File: src/rtl/tsb_pkg.sv
// Package: shared constants and types for the snapshot buffer.
// Assumes byte-wide register lanes.
package tsb_pkg;
    localparam int LANE_W = 8;
    typedef logic [LANE_W-1:0] lane_t;
endpackage

File: src/rtl/tsb_backup_edge.sv
// Module: detects entry into backup power as a one-cycle pulse.
// Assumes bkup_i is already synchronous to clk.
module tsb_backup_edge (
    input  logic clk,
    input  logic rst_n,
    input  logic bkup_i,
    output logic enter_o
);
    logic bkup_q;

    // Remember the previous backup level; reset means "not in backup".
    always_ff @(posedge clk) begin
        if (!rst_n) bkup_q <= 1'b0;
        else        bkup_q <= bkup_i;
    end

    assign enter_o = bkup_i & ~bkup_q;

    AST_ENTER_ONCE: assert property (@(posedge clk) disable iff (!rst_n)
        enter_o |=> !enter_o);
endmodule

File: src/rtl/tsb_halt_ctrl.sv
// Module: freeze-flag register with backup entry and software write.
// Assumes a backup entry has priority over a same-cycle write.
module tsb_halt_ctrl #(
    parameter int ADDR_W    = 8,
    parameter int CTRL_ADDR = 9,
    parameter int HALT_BIT  = 7
) (
    input  logic              clk,
    input  logic              rst_n,
    input  logic              enter_i,
    input  logic              wr_en_i,
    input  logic [ADDR_W-1:0] wr_addr_i,
    input  tsb_pkg::lane_t    wr_data_i,
    output logic              halt_o,
    output logic              clear_o
);
    logic ctrl_wr;
    logic halt_q;
    logic halt_d;

    // Decode a write aimed at the control byte.
    always_comb ctrl_wr = wr_en_i && (wr_addr_i == ADDR_W'(CTRL_ADDR));

    // Next flag value: backup entry first, then software write.
    always_comb begin
        halt_d = halt_q;
        if (enter_i)      halt_d = 1'b1;
        else if (ctrl_wr) halt_d = wr_data_i[HALT_BIT];
    end

    // Hold the flag.
    always_ff @(posedge clk) begin
        if (!rst_n) halt_q <= 1'b0;
        else        halt_q <= halt_d;
    end

    assign halt_o  = halt_q;
    assign clear_o = ctrl_wr && !enter_i && halt_q && !wr_data_i[HALT_BIT];

    AST_ENTER_SETS: assert property (@(posedge clk) disable iff (!rst_n)
        enter_i |=> halt_q);
    AST_CTRL_LOAD: assert property (@(posedge clk) disable iff (!rst_n)
        (wr_en_i && wr_addr_i == ADDR_W'(CTRL_ADDR) && !enter_i)
        |=> halt_q == $past(wr_data_i[HALT_BIT]));
    AST_OTHER_WR: assert property (@(posedge clk) disable iff (!rst_n)
        (wr_en_i && wr_addr_i != ADDR_W'(CTRL_ADDR) && !enter_i)
        |=> $stable(halt_q));
    AST_RST_FLAG: assert property (@(posedge clk)
        !rst_n |=> !halt_q);
endmodule

File: src/rtl/tsb_snap_store.sv
// Module: byte-lane snapshot register with reload policy chosen by parameter.
// Assumes live_i is stable around the clock edge.
module tsb_snap_store #(
    parameter int N_BYTES         = 7,
    parameter bit RELOAD_ON_CLEAR = 1'b1,
    localparam int TIME_W         = N_BYTES * tsb_pkg::LANE_W
) (
    input  logic              clk,
    input  logic              rst_n,
    input  logic              tick_i,
    input  logic              enter_i,
    input  logic              halt_i,
    input  logic              clear_i,
    input  logic [TIME_W-1:0] live_i,
    output logic [TIME_W-1:0] snap_o
);
    logic load;

    // Select the reload policy for a clearing write.
    generate
        if (RELOAD_ON_CLEAR) begin : g_eager
            always_comb load = enter_i || (tick_i && !halt_i) || clear_i;
        end else begin : g_lazy
            always_comb load = enter_i || (tick_i && !halt_i);
        end
    endgenerate

    // One register per byte lane.
    for (genvar k = 0; k < N_BYTES; k++) begin : g_lane
        tsb_pkg::lane_t lane_q;
        // Load the lane from the live time when a reload is due.
        always_ff @(posedge clk) begin
            if (!rst_n)    lane_q <= '0;
            else if (load) lane_q <= live_i[k*tsb_pkg::LANE_W +: tsb_pkg::LANE_W];
        end
        assign snap_o[k*tsb_pkg::LANE_W +: tsb_pkg::LANE_W] = lane_q;
    end

    AST_TICK_LOAD: assert property (@(posedge clk) disable iff (!rst_n)
        (tick_i && !halt_i) |=> snap_o == $past(live_i));
    AST_ENTER_CAP: assert property (@(posedge clk) disable iff (!rst_n)
        enter_i |=> snap_o == $past(live_i));
    AST_FROZEN: assert property (@(posedge clk) disable iff (!rst_n)
        (halt_i && !enter_i && !clear_i) |=> $stable(snap_o));
    AST_RST_SNAP: assert property (@(posedge clk)
        !rst_n |=> snap_o == '0);
endmodule

File: src/rtl/tsb_read_mux.sv
// Module: combinational register read path.
// Assumes CTRL_ADDR lies above the snapshot bytes.
module tsb_read_mux #(
    parameter int N_BYTES   = 7,
    parameter int ADDR_W    = 8,
    parameter int CTRL_ADDR = 9,
    parameter int HALT_BIT  = 7,
    localparam int TIME_W   = N_BYTES * tsb_pkg::LANE_W
) (
    input  logic [ADDR_W-1:0] rd_addr_i,
    input  logic [TIME_W-1:0] snap_i,
    input  logic              halt_i,
    output tsb_pkg::lane_t    rd_data_o
);
    // Pick a snapshot byte, the control byte, or zero.
    always_comb begin
        rd_data_o = '0;
        for (int k = 0; k < N_BYTES; k++) begin
            if (rd_addr_i == ADDR_W'(k))
                rd_data_o = snap_i[k*tsb_pkg::LANE_W +: tsb_pkg::LANE_W];
        end
        if (rd_addr_i == ADDR_W'(CTRL_ADDR))
            rd_data_o[HALT_BIT] = halt_i;
    end

    always_comb begin
        if (rd_addr_i == ADDR_W'(CTRL_ADDR))
            AST_CTRL_RD: assert ($countones(rd_data_o) <= 1);
    end
endmodule

File: src/rtl/rtc_snapshot_buf.sv
// Module: top of the halt-gated time snapshot buffer.
// Assumes all inputs are synchronous to clk and tick_i is a one-cycle pulse.
module rtc_snapshot_buf #(
    parameter int N_BYTES         = 7,
    parameter int ADDR_W          = 8,
    parameter int CTRL_ADDR       = 9,
    parameter int HALT_BIT        = 7,
    parameter bit RELOAD_ON_CLEAR = 1'b1
) (
    input  logic                   clk,
    input  logic                   rst_n,
    input  logic                   tick_i,
    input  logic [N_BYTES*8-1:0]   live_i,
    input  logic                   bkup_i,
    input  logic                   wr_en_i,
    input  logic [ADDR_W-1:0]      wr_addr_i,
    input  logic [7:0]             wr_data_i,
    input  logic [ADDR_W-1:0]      rd_addr_i,
    output logic [7:0]             rd_data_o,
    output logic [N_BYTES*8-1:0]   snap_o,
    output logic                   halt_o
);
    logic enter;
    logic clear;
    logic halt;

    tsb_backup_edge u_edge (
        .clk     (clk),
        .rst_n   (rst_n),
        .bkup_i  (bkup_i),
        .enter_o (enter)
    );

    tsb_halt_ctrl #(
        .ADDR_W    (ADDR_W),
        .CTRL_ADDR (CTRL_ADDR),
        .HALT_BIT  (HALT_BIT)
    ) u_halt (
        .clk       (clk),
        .rst_n     (rst_n),
        .enter_i   (enter),
        .wr_en_i   (wr_en_i),
        .wr_addr_i (wr_addr_i),
        .wr_data_i (wr_data_i),
        .halt_o    (halt),
        .clear_o   (clear)
    );

    tsb_snap_store #(
        .N_BYTES         (N_BYTES),
        .RELOAD_ON_CLEAR (RELOAD_ON_CLEAR)
    ) u_store (
        .clk     (clk),
        .rst_n   (rst_n),
        .tick_i  (tick_i),
        .enter_i (enter),
        .halt_i  (halt),
        .clear_i (clear),
        .live_i  (live_i),
        .snap_o  (snap_o)
    );

    tsb_read_mux #(
        .N_BYTES   (N_BYTES),
        .ADDR_W    (ADDR_W),
        .CTRL_ADDR (CTRL_ADDR),
        .HALT_BIT  (HALT_BIT)
    ) u_rd (
        .rd_addr_i (rd_addr_i),
        .snap_i    (snap_o),
        .halt_i    (halt),
        .rd_data_o (rd_data_o)
    );

    assign halt_o = halt;

    AST_PRIORITY: assert property (@(posedge clk) disable iff (!rst_n)
        (bkup_i && !$past(bkup_i) && wr_en_i) |=> halt_o);
    AST_CLEAR_RELOAD: assert property (@(posedge clk) disable iff (!rst_n)
        (RELOAD_ON_CLEAR && clear) |=> snap_o == $past(live_i));
endmodule

File: config.mk
export PLATFORM = sky130hd
export DESIGN_NAME = rtc_snapshot_buf
export DESIGN_NICKNAME = d
export VERILOG_FILES = /design/src/rtl/tsb_pkg.sv /design/src/rtl/tsb_backup_edge.sv /design/src/rtl/tsb_halt_ctrl.sv /design/src/rtl/tsb_snap_store.sv /design/src/rtl/tsb_read_mux.sv /design/src/rtl/rtc_snapshot_buf.sv
export SDC_FILE = /design/constraint.sdc
export NUM_CORES = 1
export LEC_CHECK = 0
export CORE_UTILIZATION = 44
export CTS_CLUSTER_SIZE = 24
export DETAILED_ROUTE_END_ITERATION = 10
export PLACE_DENSITY_LB_ADDON = 0.2
export SETUP_SLACK_MARGIN = 0.2
export SLEW_MARGIN = 25
export SYNTH_ARGS = -nofsm -noshare
export SYNTH_HDL_FRONTEND = slang
export SYNTH_SLANG_ARGS = --single-unit
File: constraint.sdc
create_clock -name clk -period 5.65 [get_ports clk]
set_input_delay 1.4125 -clock clk [delete_from_list [all_inputs] [get_ports clk]]
set_output_delay 1.4125 -clock clk [all_outputs]
set_load 0.05 [all_outputs]
==> results.sh <==
export IMPL_endpoint="rd_data_o[0]"
export IMPL_yosysSeqAreaShare_pct=38.27
export IMPL_clockPowerShare_pct=31.8
export IMPL_routedWlPerCell_um=15.13
export IMPL_rows=29
export IMPL_wirelength_met1_mm=3.843
export IMPL_core_um2=6495
export IMPL_syn_area_per_cell_um2=8.595
export IMPL_r2r_cells=4
export IMPL_diodes=0
export IMPL_numClockSinks=58
export IMPL_die_h_um=85.04
export IMPL_ys_seq_elements=58
export IMPL_p_leak_uw=0.001866
export IMPL_die_width_um=85.04
export IMPL_synthArstFlopShare_pct=0
export IMPL_cp_max_fo=14
export IMPL_wl_met3_um=536
export IMPL_fin_cells=564
export IMPL_firstDrtPassIters=4
export IMPL_power_switching_uw=389.4
export IMPL_grt_pass1_vias=2850
export IMPL_ys_flop_type="dfxtp_1"
export IMPL_drc=0
export IMPL_drt_iter0_markers=130
export IMPL_grt_pass1_wl_mm=13.72
export IMPL_rsz0062_at_grt="false"
export IMPL_numCtsBuffers=9
export IMPL_cts_hold_fix_buffers=0
export IMPL_pin_count=150
export IMPL_final_antenna_net_count=0
export IMPL_gr_total_overflow=0
export IMPL_cts_tree="done"
export IMPL_area_delta_synth_final_pct=54.76
export IMPL_max_freq_ghz=0.2021
export IMPL_intPower_uw=816.7
export IMPL_synth_nets=438
export IMPL_syn_cell_area_um2=3034
export IMPL_p_per_area_nw_per_um2=256.8
export IMPL_cts_htree_levels=3
export IMPL_final_common_cell="clkdlybuf4s50_1"
export IMPL_cts_clk_slew_worst_paths_ns=0.06
export IMPL_post_dp_hpwl_mm=6.272
export IMPL_final_max_slew_viol_count=0
export IMPL_reg2reg_from="u_halt.halt_o"
export IMPL_antenna_found_initial=0
export IMPL_startpoint_type="input port"
export IMPL_post_cts_buffers=0
export IMPL_synth_edf_count=0
export IMPL_nets=567
export IMPL_io_buffers=142
export IMPL_tightestPinTransition_ns=0.9379
export IMPL_vias=2922
export IMPL_p_total_uw=1206
export IMPL_grt_usage_pct=24.27
export IMPL_dp_cells=548
export IMPL_root_buffer="clkbuf_8"
export IMPL_endpoint_kind="output port"
export IMPL_crit_arrival_ns=3.54
export IMPL_grt_max_degree=115
export IMPL_finalSetupViolations=0
export IMPL_switching_share_pct=32.28
export IMPL_ys_types=44
export IMPL_start_util_pct=46.72
export IMPL_worst_ir_drop_vdd_uv=180.3
export IMPL_synthCells=353
export IMPL_status="complete, no violations"
export IMPL_maxCapViolCount=0
export IMPL_top_layer="met4"
export IMPL_ctsResizeCount=0
export IMPL_clockBufferDepth=2
export IMPL_reg2reg_to="u_store.g_lane[2].lane_q[1]"
export IMPL_crit_path_start="rd_addr_i[1]"
export IMPL_tns_ns=0
export IMPL_dieArea_um2=7232
export IMPL_min_period_over_period_pct=87.59
export IMPL_r2r_slack_ns=3.64
export IMPL_critical_path_class="input port to output port"
export IMPL_wl_mm=8.535
export IMPL_seqPwrFrac_pct=39.3
export IMPL_p_comb_share_pct=28.9
export IMPL_avgViaCountPerCell=5.181
export IMPL_max_slew_margin_pct=37.47
export IMPL_final_cell_mix="clkdlybuf4s50_1 (133), nand2_1 (122), mux2i_1 (61)"
export IMPL_finalHoldViolCount=0
export IMPL_drive_gt1_share_pct=7.598
export IMPL_gp_congestion=0.8374
export IMPL_clkLatencyLatePin_ns=0.33
export IMPL_period_needed_ns=4.949
export IMPL_wl_met2_mm=4.016
export IMPL_hold_path_class="flip-flop to flip-flop"
export IMPL_fin_skew_ns=0.004469
export IMPL_critPathRequiredTime_ns=4.24
export IMPL_synth_warnings=0
cells in the mapped netlist (3+ instances only):
library cell,number,area share [%]
buf_1,3,0.37
a21oi_1,6,0.99
o221ai_1,3,0.87
o21ai_0,6,0.99
o2bb2ai_1,4,1.2
nand2_1,122,15
o22ai_1,3,0.62
a32o_1,3,0.99
buf_2,4,0.66
a22o_1,3,0.87
dfxtp_1,58,38
clkbuf_1,14,1.7
buf_6,5,1.9
mux2i_1,61,20
nand2b_1,8,1.6
nand3_1,4,0.66
o21ai_1,4,0.66
a31oi_1,4,0.82
inv_1,4,0.49
nor2_1,5,0.62
critical path, cell delays in order:
cell and delay, ns:
clkdlybuf4s50_1 0.76, nor2b_1 0.61, o2bb2ai_1 0.20, nand2_1 0.12
a32oi_2 0.26, buf_12 0.17
stage by stage:
stage	util [%]	cell area (um^2)	setup WS, ns	hold WS (ns)
global route	72.30	4696	0.5336	0.4944
CTS	72.24	4692	0.7089	0.4809
finish	72.30	4696	0.7011	0.4755
global placement	69.20	4494	0.7042	0.4607
detailed placement	69.20	4494	0.7233	0.4717
floorplan	-	3034	1.072	0.4796
cells by family (layout without fill, tap and decap cells):
logic type	count (synthesis)	count (layout)	synth area share (%)
flip-flops	58	58	38.27
AND/OR/NAND/NOR	156	156	23.05
buffers and inverters	32	166	5.897
multiplexers	62	62	20.87
AO/OA/AOI/OAI	45	45	11.92
registers in the layout, summed over array words and instances (netlist names):
register / cells
u_edge.bkup_q: 1
u_store.g_lane.lane_q: 56
u_halt.halt_o: 1
power by group through the flow:
stage | clock network, uW | logic, uW | registers [uW]
finish | 383 | 349 | 474
CTS | 390 | 350 | 474
global route | 408 | 368 | 478
global placement | 0 | 345 | 481
floorplan | 0 | 108 | 583
detailed placement | 0 | 349 | 482
worst min-delay path by stage:
stage / start / depth (start not counted) / end
CTS: u_store.g_lane[1].lane_q[7] / 2 / u_store.g_lane[1].lane_q[7]
detailed placement: u_store.g_lane[1].lane_q[3] / 2 / u_store.g_lane[1].lane_q[3]
global route: u_store.g_lane[0].lane_q[7] / 2 / u_store.g_lane[0].lane_q[7]
global placement: u_store.g_lane[0].lane_q[0] / 2 / u_store.g_lane[0].lane_q[0]
floorplan: u_edge.bkup_q / 2 / u_halt.halt_o
finish: u_store.g_lane[1].lane_q[2] / 2 / u_store.g_lane[1].lane_q[2]
routing by layer:
metal	vias up	GRT usage (%)
met4	0	9.707
met2	98	39.81
li1	1465	-
met5	-	0
met1	1346	31.23
met3	13	5.058
final cells by class:
cell class,instances,area [um^2]
Sequential cell,58,1161
Clock inverter,2,35.03
Clock buffer,14,162.7
Multi-Input combinational cell,263,1709
Timing Repair Buffer,145,1513
Tap cell,77,96.34
Inverter,5,18.77
Fill cell,498,1799
Power figures use the tool's default switching activity.
